<file path="config.mk">
export PLATFORM = sky130hd
export DESIGN_NAME = ahb_hang_guard
export DESIGN_NICKNAME = d
export VERILOG_FILES = /design/src/rtl/ahb_hang_pkg.sv /design/src/rtl/ahb_hang_dp.sv /design/src/rtl/ahb_hang_ctrl.sv /design/src/rtl/ahb_hang_guard.sv
export SDC_FILE = /design/constraint.sdc
export NUM_CORES = 1
export LEC_CHECK = 0
export BUFFER_PORTS_ARGS = -buffer_cell sky130_fd_sc_hd__buf_2
export CAP_MARGIN = 20
export CORE_MARGIN = 5
export CORE_UTILIZATION = 53
export DETAILED_ROUTE_END_ITERATION = 6
export GPL_ROUTABILITY_DRIVEN = 0
export PLACE_DENSITY_LB_ADDON = 0.12
export SLEW_MARGIN = 20
export SYNTH_ARGS = -nofsm -noshare
export SYNTH_HDL_FRONTEND = slang
export SYNTH_HIERARCHICAL = 1
export SYNTH_SLANG_ARGS = --single-unit
</file>
<file path="constraint.sdc">
create_clock -name clk -period 2.8 [get_ports clk]
set_input_delay 0.56 -clock clk [delete_from_list [all_inputs] [get_ports clk]]
set_output_delay 0.56 -clock clk [all_outputs]
set_load 0.01 [all_outputs]
</file>
<file path="src/rtl/ahb_hang_pkg.sv">
package ahb_hang_pkg;

  localparam logic [1:0] HTRANS_IDLE   = 2'b00;
  localparam logic [1:0] HTRANS_BUSY   = 2'b01;
  localparam logic [1:0] HTRANS_NONSEQ = 2'b10;
  localparam logic [1:0] HTRANS_SEQ    = 2'b11;

  localparam logic RESP_OKAY  = 1'b0;
  localparam logic RESP_ERROR = 1'b1;

  // recovery sequencer states
  typedef enum logic [1:0] {
    WD_PASS = 2'd0,
    WD_ERR1 = 2'd1,
    WD_ERR2 = 2'd2
  } wdState_t;

  // control -> datapath strobes
  typedef struct packed {
    logic cntInc;     // a low-ready cycle inside a pending data phase
    logic cntClr;     // ready seen high toward the master
    logic addrCap;    // transfer accepted: capture its address
    logic hangLatch;  // hang declared this edge
    logic irqClr;     // software clear
  } wdStrobe_t;

endpackage

</file>
<file path="src/rtl/ahb_hang_dp.sv">
module ahb_hang_dp
  import ahb_hang_pkg::*;
#(
  parameter int unsigned ADDR_W = 32,
  parameter int unsigned LIMIT  = 1024,
  parameter int unsigned CNT_W  = $clog2(LIMIT + 1)
) (
  input  logic              clk,
  input  logic              rstN,
  input  wdStrobe_t         strb,
  input  logic [ADDR_W-1:0] haddrM,
  output logic              limitHit,
  output logic              irq,
  output logic [ADDR_W-1:0] hangAddr
);

  localparam logic [CNT_W-1:0] CNT_SAT  = CNT_W'(LIMIT);
  localparam logic [CNT_W-1:0] CNT_LAST = CNT_W'(LIMIT - 1);

  logic [CNT_W-1:0]  lowCnt;
  logic [ADDR_W-1:0] addrPh;

  // consecutive low-ready counter, saturating at LIMIT
  always_ff @(posedge clk or negedge rstN) begin
    if (!rstN) begin
      lowCnt <= '0;
    end else if (strb.cntClr) begin
      lowCnt <= '0;
    end else if (strb.cntInc && (lowCnt != CNT_SAT)) begin
      lowCnt <= lowCnt + 1'b1;
    end
  end

  // the current cycle is the LIMIT-th low cycle when this is true
  assign limitHit = (lowCnt == CNT_LAST);

  // address of the data phase in flight
  always_ff @(posedge clk or negedge rstN) begin
    if (!rstN) begin
      addrPh <= '0;
    end else if (strb.addrCap) begin
      addrPh <= haddrM;
    end
  end

  // status: hung address and sticky interrupt (set beats clear)
  always_ff @(posedge clk or negedge rstN) begin
    if (!rstN) begin
      hangAddr <= '0;
      irq      <= 1'b0;
    end else begin
      if (strb.hangLatch) begin
        hangAddr <= addrPh;
      end
      if (strb.hangLatch) begin
        irq <= 1'b1;
      end else if (strb.irqClr) begin
        irq <= 1'b0;
      end
    end
  end

endmodule

</file>
<file path="src/rtl/ahb_hang_ctrl.sv">
module ahb_hang_ctrl
  import ahb_hang_pkg::*;
#(
  parameter bit RST_REQ_EN = 1'b1
) (
  input  logic      clk,
  input  logic      rstN,
  input  logic [1:0] htransM,
  input  logic      hreadyS,
  input  logic      hrespS,
  input  logic      irqClr,
  input  logic      limitHit,
  output wdStrobe_t strb,
  output logic      hreadyM,
  output logic      hrespM,
  output logic      slvRstReq
);

  wdState_t stQ, stD;
  logic     pendQ;
  logic     accept;
  logic     lowInPhase;
  logic     fire;

  // response lines toward the master
  always_comb begin
    unique case (stQ)
      WD_ERR1: begin hreadyM = 1'b0; hrespM = RESP_ERROR; end
      WD_ERR2: begin hreadyM = 1'b1; hrespM = RESP_ERROR; end
      default: begin hreadyM = hreadyS; hrespM = hrespS; end
    endcase
  end

  assign accept     = ((htransM == HTRANS_NONSEQ) || (htransM == HTRANS_SEQ)) && hreadyM;
  assign lowInPhase = pendQ && (stQ == WD_PASS) && !hreadyS;
  assign fire       = lowInPhase && limitHit;

  // data-phase tracking: pending from acceptance until ready high to master
  always_ff @(posedge clk or negedge rstN) begin
    if (!rstN) begin
      pendQ <= 1'b0;
    end else if (accept) begin
      pendQ <= 1'b1;
    end else if (hreadyM) begin
      pendQ <= 1'b0;
    end
  end

  always_comb begin
    stD = stQ;
    unique case (stQ)
      WD_PASS: if (fire) stD = WD_ERR1;
      WD_ERR1: stD = WD_ERR2;
      WD_ERR2: stD = WD_PASS;
      default: stD = WD_PASS;
    endcase
  end

  always_ff @(posedge clk or negedge rstN) begin
    if (!rstN) begin
      stQ <= WD_PASS;
    end else begin
      stQ <= stD;
    end
  end

  always_comb begin
    strb.cntInc    = lowInPhase;
    strb.cntClr    = hreadyM;
    strb.addrCap   = accept;
    strb.hangLatch = fire;
    strb.irqClr    = irqClr;
  end

  generate
    if (RST_REQ_EN) begin : g_rstReq
      logic rstReqQ;
      always_ff @(posedge clk or negedge rstN) begin
        if (!rstN) begin
          rstReqQ <= 1'b0;
        end else begin
          rstReqQ <= fire;
        end
      end
      assign slvRstReq = rstReqQ;
    end else begin : g_noRstReq
      assign slvRstReq = 1'b0;
    end
  endgenerate

endmodule

</file>
<file path="src/rtl/ahb_hang_guard.sv">
module ahb_hang_guard
  import ahb_hang_pkg::*;
#(
  parameter int unsigned ADDR_W     = 32,
  parameter int unsigned LIMIT      = 1024,
  parameter bit          RST_REQ_EN = 1'b1
) (
  input  logic              clk,
  input  logic              rstN,
  input  logic [1:0]        htransM,
  input  logic [ADDR_W-1:0] haddrM,
  input  logic              hreadyS,
  input  logic              hrespS,
  input  logic              irqClr,
  output logic              hreadyM,
  output logic              hrespM,
  output logic              irq,
  output logic [ADDR_W-1:0] hangAddr,
  output logic              slvRstReq
);

  localparam int unsigned CNT_W = $clog2(LIMIT + 1);

  wdStrobe_t strb;
  logic      limitHit;

  ahb_hang_ctrl #(
    .RST_REQ_EN(RST_REQ_EN)
  ) u_ctrl (
    .clk       (clk),
    .rstN      (rstN),
    .htransM   (htransM),
    .hreadyS   (hreadyS),
    .hrespS    (hrespS),
    .irqClr    (irqClr),
    .limitHit  (limitHit),
    .strb      (strb),
    .hreadyM   (hreadyM),
    .hrespM    (hrespM),
    .slvRstReq (slvRstReq)
  );

  ahb_hang_dp #(
    .ADDR_W(ADDR_W),
    .LIMIT (LIMIT),
    .CNT_W (CNT_W)
  ) u_dp (
    .clk      (clk),
    .rstN     (rstN),
    .strb     (strb),
    .haddrM   (haddrM),
    .limitHit (limitHit),
    .irq      (irq),
    .hangAddr (hangAddr)
  );

endmodule

</file>
==> results of run 1 <==
==> kinds of logic (layout without fill, tap and decap cells) <==
family                     after synthesis  count (layout)
AOI/OAI and AO/OA                        9               9
xor gates and xnor gates                 8               8
adders and majority gates                6               6
buffers and inverters                   22              98
DFF                                     80              80
muxes                                   67              67
and+or+nand+nor                         40              40
==> metal layers <==
layer	wire (µm)	vias to the layer above
met5	0	-
met4	76	0
met3	436	8
met2	2750	54
met1	2710	995
li1	-	956
==> worst paths after layout <==
kind / start / slack, ns / cells past startpoint / end
min in group clk: haddrM[1] / 0.44 / 2 / u_dp/addrPh[1]
hold / removal: rstN / 0.24 / 1 / u_dp/hangAddr[2]
hold reg to reg: u_dp/irq / 0.49 / 1 / u_dp/irq
setup reg to reg: u_ctrl/stQ[0] / 0.62 / 6 / u_dp/hangAddr[7]
max in group asynchronous: rstN / 2.08 / 1 / u_dp/hangAddr[23]
setup / recovery: u_ctrl/stQ[0] / 0.40 / 5 / hreadyM
==> power groups by stage <==
stage,logic (µW),clock network [µW],registers [µW]
after floorplan,100,0,1270
after global placement,157,0,1280
after detailed placement,162,0,1280
after CTS,162,1070,1260
after global routing,179,1110,1270
final,158,1040,1260
==> per-stage QoR <==
stage,cells,utilization (%)
global placement,367,62.4
detailed placement,367,62.4
floorplan,232,-
global route,383,66.7
CTS,383,66.7
finish,383,66.7
==> flip-flops by register name, summed over array words and instances (netlist names) <==
signal	flops
u_ctrl/stQ	2
u_dp/lowCnt	11
u_dp/hangAddr	32
u_dp/irq	1
u_ctrl/pendQ	1
u_ctrl/slvRstReq	1
u_dp/addrPh	32
==> cells in the final DEF, fill, tap and decap left out, types with 2 or more instances in the layout <==
cell type  instances
dfrtp_1           80
buf_2             72
mux2_2            61
clkbuf_8          10
nor2_1            10
inv_1              7
xor2_1             7
ha_1               6
mux2_1             4
nand2_1            4
nand3_1            4
bufinv_16          3
nand4_1            3
buf_12             2
mux2i_1            2
and3b_1            2
nand4b_1           2
nand2b_1           2
o211ai_1           2
and4_1             2
a21oi_1            2
==> cell type report <==
cell class	instances	area (µm²)
clock buffer	10	138
clock inverter	6	115
fill	465	1990
inverter	7	26.3
multi-input combinational	130	1210
sequential	80	2000
tap	75	93.8
timing repair buffer	75	412
==> results.py, run 1 <==
metrics = {
    "status": {
        "outcome": "finished clean",
    },
    "floorplan": {
        "initial_core_util_pct": 55.4,
        "die_area_um2": 7950,
        "ios": 75,
        "fp.coreArea_um2": 5990,
        "fp.dieW_um": 89.2,
        "die_h_um": 89.2,
        "rows": 28,
    },
    "pwr": {
        "p_int_uw": 1940,
        "clkPwrFrac_pct": 42.2,
        "ir_drop_mv": 0.416,
        "p_switching_uw": 521,
        "leakage_uw": 0.00204,
        "p_comb_share_pct": 6.4,
        "switching_share_pct": 21.2,
        "pwr-share-seq_pct": 51.3,
        "total_power_uw": 2460,
        "powerDensity_nw_per_um2": 615,
    },
    "placed_design": {
        "dp_hpwl_um": 4060,
        "portBuffers": 73,
        "pre_cts_slack_ns": 0.599,
        "dpl-instance-area_um2": 3740,
    },
    "worst_setup_path": {
        "max_stage_delay_ns": 0.37,
        "cp-start-kind": "register",
        "worstPathCellList": "inv_1 > ha_1 > mux2i_1 > inv_1 > buf_2",
        "critPathCaptureType": "primary output",
        "crit_fanout": 13,
        "cp_common_cell": "inv_1",
        "path_delay_family": "buffers and inverters",
        "crit_buf_inv": 3,
        "worstSetupPathType": "reg -> out",
        "worstPathArrival_ns": 1.84,
        "crit_slowest_cell": "dfrtp_1",
        "critical_path_required_ns": 2.24,
    },
    "synth": {
        "synth_mux_area_share_pct": 22.6,
        "synth_edf_count": 0,
        "synthDistinctLibCells": 36,
        "synth-xor-area-share_pct": 2.11,
        "ys_seq_area_share_pct": 60.3,
        "synth_top_cell_by_area": "dfrtp_1",
        "synth-main-ff-cell": "dfrtp_1",
        "synth.top_cells.by_count": "dfrtp_1, mux2_2, nor2_1, inv_1, xor2_1",
        "netlist_instances": 232,
        "syn_area_per_cell_um2": 14.3,
        "synth.most_common_cell": "dfrtp_1",
        "yosys_warnings": 6,
        "synth-simple-area-share_pct": 7.39,
        "synthAdderAreaFrac_pct": 2.26,
        "synth_compound_area_share_pct": 2.03,
        "synth_area_um2": 3320,
        "ys_ff_latch": 80,
        "synth_area_leaders": "dfrtp_1, mux2_2, ha_1, xor2_1, buf_4",
        "synth_top_family_by_area": "multiplexers",
        "syn_nets": 277,
        "ys_async_sr_fraction_pct": 100,
        "synth_top_area_share_pct": 60.3,
    },
    "detailed_routing": {
        "drtIter0Drc": 59,
        "wire_per_inst_um": 15.6,
        "vias_per_cell": 5.26,
        "vias": 2013,
        "postRouteWirelength_um": 5970,
        "dr.pass1.iters": 4,
        "drc": 0,
        "ant_nets": 0,
    },
    "layout": {
        "drive_above_1_share_pct": 51.3,
        "stdcell_area_um2": 4000,
        "fin_nets": 348,
        "syn2layout_area_growth_pct": 20.4,
        "n_antenna_cell": 0,
    },
    "global_routing": {
        "grt_max_degree": 81,
        "grt_pass1_wl_um": 9870,
        "first_global_vias": 2105,
        "grt-ovfl-total": 0,
        "grt_use_met3_pct": 5.25,
        "busiest_layer": "met2",
        "gr-usage-all-layers_pct": 16.4,
        "grtUsageMet2_pct": 25.5,
        "grt_use_met1_pct": 21.6,
        "antenna_found_initial": 0,
    },
    "sta": {
        "fin_setup_tns_ns": 0,
        "min_period_ns": 2.40,
        "max_freq_ghz": 0.417,
        "rsz0062_at_grt": "no",
        "timing.final.crit_share_pct": 85.7,
        "setup_ws_ns": 0.401,
        "hold_viol": 0,
        "finalMaxSlewViolations": 0,
        "relSlewSlack_pct": 53.2,
        "setup_viol": 0,
        "fin_skew_ns": 0.0102,
        "worstMarginPinSlew_ns": 0.702,
        "hold-worst-slack_ns": 0.240,
    },
    "cts": {
        "cts_repair_resize_count": 0,
        "path_clk_slew_ns": 0.08,
        "holdBufCountCts": 0,
        "cts_made_buffers": 9,
        "root_buffer": "clkbuf_8",
        "htree_levels": 3,
        "cts_sinks": 80,
        "postCtsSetupRepairBufs": 0,
        "clockBufferDepth": 2,
        "cts_tree": "yes",
        "worst_skew_pair.late_latency_ns": 0.34,
    },
    "hold_path": {
        "hold_path_class": "in -> async",
    },
    "job": {
        "max_cap_violations": 0,
    },
}
No activity file was read; power rests on OpenSTA's default activity.
==> run 2, diff against run 1 <==
CELL_PAD_IN_SITES_DETAIL_PLACEMENT = 0   (was unset)
CELL_PAD_IN_SITES_GLOBAL_PLACEMENT = 2   (was unset)
CORE_UTILIZATION = 33   (was 53)
clock period = 2.2 ns   (was 2.8 ns; I/O delays follow)
==> results.py, run 2 (synthesis results as in run 1) <==
metrics = {
    "status": {
        "outcome": "finished clean",
    },
    "sta": {
        "max_freq_ghz": 0.473,
        "relSlewSlack_pct": 75.1,
        "setup_ws_ns": 0.0869,
        "timing.final.crit_share_pct": 96.0,
        "min_period_ns": 2.11,
        "rsz0062_at_grt": "no",
        "fin_skew_ns": 0.00686,
        "fin_setup_tns_ns": 0,
        "setup_viol": 0,
        "hold_viol": 0,
        "worstMarginPinSlew_ns": 0.373,
        "finalMaxSlewViolations": 0,
    },
    "detailed_routing": {
        "dr.pass1.iters": 4,
        "vias": 2053,
        "postRouteWirelength_um": 6740,
        "drtIter0Drc": 63,
        "drc": 0,
        "wire_per_inst_um": 15.0,
        "vias_per_cell": 4.58,
        "ant_nets": 0,
    },
    "cts": {
        "path_clk_slew_ns": 0.08,
        "cts_tree": "yes",
        "cts_sinks": 80,
        "htree_levels": 3,
        "worst_skew_pair.late_latency_ns": 0.34,
        "cts_made_buffers": 9,
        "clockBufferDepth": 2,
        "root_buffer": "clkbuf_8",
    },
    "pwr": {
        "leakage_uw": 0.00206,
        "powerDensity_nw_per_um2": 703,
        "clkPwrFrac_pct": 37.1,
        "p_comb_share_pct": 7.5,
        "switching_share_pct": 22.9,
        "p_int_uw": 2230,
        "pwr-share-seq_pct": 55.4,
        "p_switching_uw": 661,
        "ir_drop_mv": 0.395,
    },
    "layout": {
        "drive_above_1_share_pct": 53.3,
        "largestRegisters": "u_dp/addrPh: 32 flops, u_dp/hangAddr: 32 flops, u_dp/lowCnt: 11 flops",
        "final_cell_mix": "dfrtp_1, buf_2, mux2_2",
        "n_antenna_cell": 0,
        "fill_cells": 963,
        "syn2layout_area_growth_pct": 24.0,
        "multi_input_area_um2": 1240,
        "final_common_cell": "dfrtp_1",
        "fin_nets": 356,
        "register_area_um2": 2000,
    },
    "worst_setup_path": {
        "crit_buf_inv": 2,
        "critical_path_required_ns": 2.43,
        "r2r_slack_ns": 0.09,
        "worstPathCellList": "inv_1 > ha_4 > mux2i_4 > and2b_2 > buf_12 > mux2_2",
        "cp-start-kind": "register",
        "max_stage_delay_ns": 0.41,
        "critPathCaptureType": "register",
        "crit_slowest_cell": "dfrtp_1",
        "path_delay_family": "multiplexers",
        "worstSetupPathType": "reg -> reg",
        "crit_fanout": 25,
        "worstPathArrival_ns": 2.34,
    },
    "job": {
        "max_cap_violations": 0,
    },
    "global_routing": {
        "grt_max_degree": 37,
        "grt_pass1_wl_um": 11000,
        "first_global_vias": 2114,
        "antenna_found_initial": 0,
        "grt-ovfl-total": 0,
        "gr-usage-all-layers_pct": 11.9,
    },
    "floorplan": {
        "rows": 36,
        "die_h_um": 110,
        "die_area_um2": 12200,
        "initial_core_util_pct": 34.0,
        "ios": 75,
        "fp.dieW_um": 110,
        "fp.coreArea_um2": 9770,
    },
    "placed_design": {
        "portBuffers": 73,
        "dp_hpwl_um": 4760,
        "pre_cts_slack_ns": 0.0893,
    },
    "hold_path": {
        "hold_path_class": "in -> async",
    },
}
-- run 2: cell types whose count changed in the layout (fill, tap and decap cells not counted), sizes merged --
cell and change:
bufinv -2, buf +8, clkinvlp +1
-- run 2: power by group through the flow --
stage               clock network (µW)  registers (µW)  logic, µW
global route                      1190            1620        244
detailed placement                   0            1630        221
finish                            1070            1600        217
CTS                               1130            1600        223
floorplan                            0            1620        128
global placement                     0            1630        216
-- run 2: what timing repair did --
| action | in CTS | in global routing |
|---|---|---|
| buffers inserted | 0 | 0 |
| endpoints found under the hold margin | 0 | 0 |
| resized for setup | 2 | 2 |
| hold buffers | 0 | 0 |
| endpoints found under the setup margin | 1 | 26 |
| gates cloned | 0 | 0 |
-- run 2: worst register-to-register path, stage by stage, from the launching register on --
cell     delay [ns]
dfrtp_1        0.41
inv_1          0.15
ha_4           0.24
mux2i_4        0.19
and2b_2        0.40
buf_12         0.23
mux2_2         0.37
-- run 2: final cells by class --
class | instances | share of cell area (%)
Sequential cell | 80 | 48.6
Inverter | 7 | 0.638
Timing Repair Buffer | 83 | 12.0
Multi-Input combinational cell | 130 | 30.0
Tap cell | 133 | 4.04
Clock buffer | 10 | 3.34
Clock inverter | 5 | 1.37
-- run 2: path summary, 6_finish.rpt --
kind	from	to	depth (start not counted)
setup / recovery	u_ctrl/stQ[0]	u_dp/addrPh[18]	6
hold / removal	rstN	u_dp/addrPh[7]	1
setup reg to reg	u_ctrl/stQ[0]	u_dp/addrPh[18]	6
hold reg to reg	u_dp/irq	u_dp/irq	1
max in group asynchronous	rstN	u_dp/addrPh[19]	2
min in group clk	htransM[1]	u_ctrl/pendQ	2
-- run 2: stage by stage --
step,total power (µW),cell area (µm²),hold WS (ns),cells,util (%)
2_1_floorplan,1750,3320,0.144,232,-
3_3_place_gp,1850,3900,0.389,433,39.9
3_5_place_dp,1860,3900,0.388,433,39.9
6_report,2890,4120,0.00565,448,42.1
5_1_grt,3050,4120,0.00870,448,42.1
4_1_cts,2960,4100,0.00318,448,41.9
-- run 2: per-layer routing --
layer	vias to the layer above	track usage, %	wire length (µm)	part of all wire [%]
li1	967	-	-	-
met1	1022	15.7	3040	45
met2	55	18.6	3170	47
met3	9	3.49	447	6.6
met4	0	4.49	83	1.2
met5	-	0	0	0
==> run 3, diff against run 2 <==
SETUP_SLACK_MARGIN = 0.2   (was unset)
==> results.py, run 3 (synthesis results as in run 1) <==
metrics = {
    "status": {
        "outcome": "finished clean",
    },
    "floorplan": {
        "rows": 36,
        "ios": 75,
        "die_area_um2": 12200,
        "initial_core_util_pct": 34.0,
        "fp.dieW_um": 110,
        "fp.coreArea_um2": 9770,
        "die_h_um": 110,
    },
    "cts": {
        "path_clk_slew_ns": 0.08,
        "cts_made_buffers": 9,
        "cts_tree": "yes",
        "worst_skew_pair.late_latency_ns": 0.34,
        "clockBufferDepth": 2,
        "cts_sinks": 80,
        "root_buffer": "clkbuf_8",
        "htree_levels": 3,
    },
    "detailed_routing": {
        "vias_per_cell": 4.45,
        "drc": 0,
        "vias": 2037,
        "dr.pass1.iters": 4,
        "drtIter0Drc": 44,
        "wire_per_inst_um": 14.3,
        "ant_nets": 0,
        "postRouteWirelength_um": 6560,
    },
    "worst_setup_path": {
        "cp_common_cell": "inv_2",
        "worstSetupPathType": "reg -> out",
        "max_stage_delay_ns": 0.38,
        "critical_path_required_ns": 1.76,
        "critPathCaptureType": "primary output",
        "crit_buf_inv": 3,
        "path_delay_family": "flip-flops",
        "worstPathArrival_ns": 1.47,
        "crit_fanout": 3,
        "cp-start-kind": "register",
        "crit_slowest_cell": "dfrtp_1",
        "worstPathCellList": "inv_2 > ha_4 > mux2i_4 > inv_2 > buf_6",
    },
    "sta": {
        "rsz0062_at_grt": "yes",
        "fin_skew_ns": 0.0106,
        "relSlewSlack_pct": 75.4,
        "hold-worst-slack_ns": 0.314,
        "setup_viol": 0,
        "worstMarginPinSlew_ns": 0.365,
        "max_freq_ghz": 0.522,
        "fin_setup_tns_ns": 0,
        "min_period_ns": 1.91,
        "finalMaxSlewViolations": 0,
        "hold_viol": 0,
        "timing.final.crit_share_pct": 87.0,
    },
    "pwr": {
        "powerDensity_nw_per_um2": 719,
        "total_power_uw": 3040,
        "ir_drop_mv": 0.309,
        "leakage_uw": 0.00212,
    },
    "hold_path": {
        "hold_path_class": "in -> reg",
    },
    "global_routing": {
        "gr-usage-all-layers_pct": 11.5,
        "grt_pass1_wl_um": 10800,
        "antenna_found_initial": 0,
        "grt_max_degree": 63,
        "first_global_vias": 2154,
        "grt-ovfl-total": 0,
    },
    "placed_design": {
        "portBuffers": 73,
        "dp_hpwl_um": 4580,
    },
    "layout": {
        "final_core_util_pct": 43.3,
        "final_cell_mix": "dfrtp_1, buf_2, mux2_2",
        "drive_above_1_share_pct": 55.1,
        "n_antenna_cell": 0,
        "final_common_cell": "dfrtp_1",
        "syn2layout_area_growth_pct": 27.4,
        "fin_nets": 365,
        "largestRegisters": "u_dp/addrPh: 32 flops, u_dp/hangAddr: 32 flops, u_dp/lowCnt: 11 flops",
    },
    "job": {
        "max_cap_violations": 0,
    },
}
run 3: cell type report:
cell class | instances | area (µm²)
clock inverters | 6 | 90.1
fillers | 942 | 5550
flip-flops and latches | 80 | 2000
well taps | 133 | 166
inverters | 7 | 26.3
clock buffers | 10 | 138
multi-input cells | 130 | 1240
repair buffers | 92 | 569
run 3: timing repair:
action                                  4_1_cts  5_1_grt
setup buffers                                 4        4
hold endpoints to repair                     18        0
endpoints found under the setup margin       27        2
hold buffers                                  1        0
pin swaps                                     0        1
gates resized for setup                       4        4
run 3: path summary, 6_finish.rpt:
check | start | endpoint | slack, ns | depth (start not counted)
max reg2reg | u_dp/lowCnt[6] | u_dp/hangAddr[24] | 0.35 | 5
min | haddrM[2] | u_dp/addrPh[2] | 0.31 | 2
min reg2reg | u_dp/addrPh[1] | u_dp/addrPh[1] | 0.48 | 1
min in group asynchronous | rstN | u_dp/hangAddr[3] | 0.51 | 2
max in group asynchronous | rstN | u_dp/lowCnt[8] | 1.09 | 3
max | u_ctrl/stQ[0] | hreadyM | 0.29 | 5
run 3: routing by layer:
metal,part of all wire [%],global-route usage (%),up-vias
met2,47,17.7,44
met4,0.76,3.96,0
li1,-,-,982
met1,46,15.6,1006
met3,6.2,3.44,5
met5,0,0,-
run 3: power breakdown:
part           leakage, µW  total (µW)  switching, µW  internal (µW)
Clock             0.000113        1220            545            674
Combinational     0.000960         220           93.5            126
Sequential         0.00104        1600           42.1           1560
Total              0.00212        3040            680           2360
run 3: through the flow:
stage	std cells	worst slack [ns]	instance area, µm²
finish	458	0.286	4230
global route	458	0.186	4230
CTS	454	0.181	4180
detailed placement	433	0.115	3900
global placement	433	0.160	3900
floorplan	232	0.196	3350
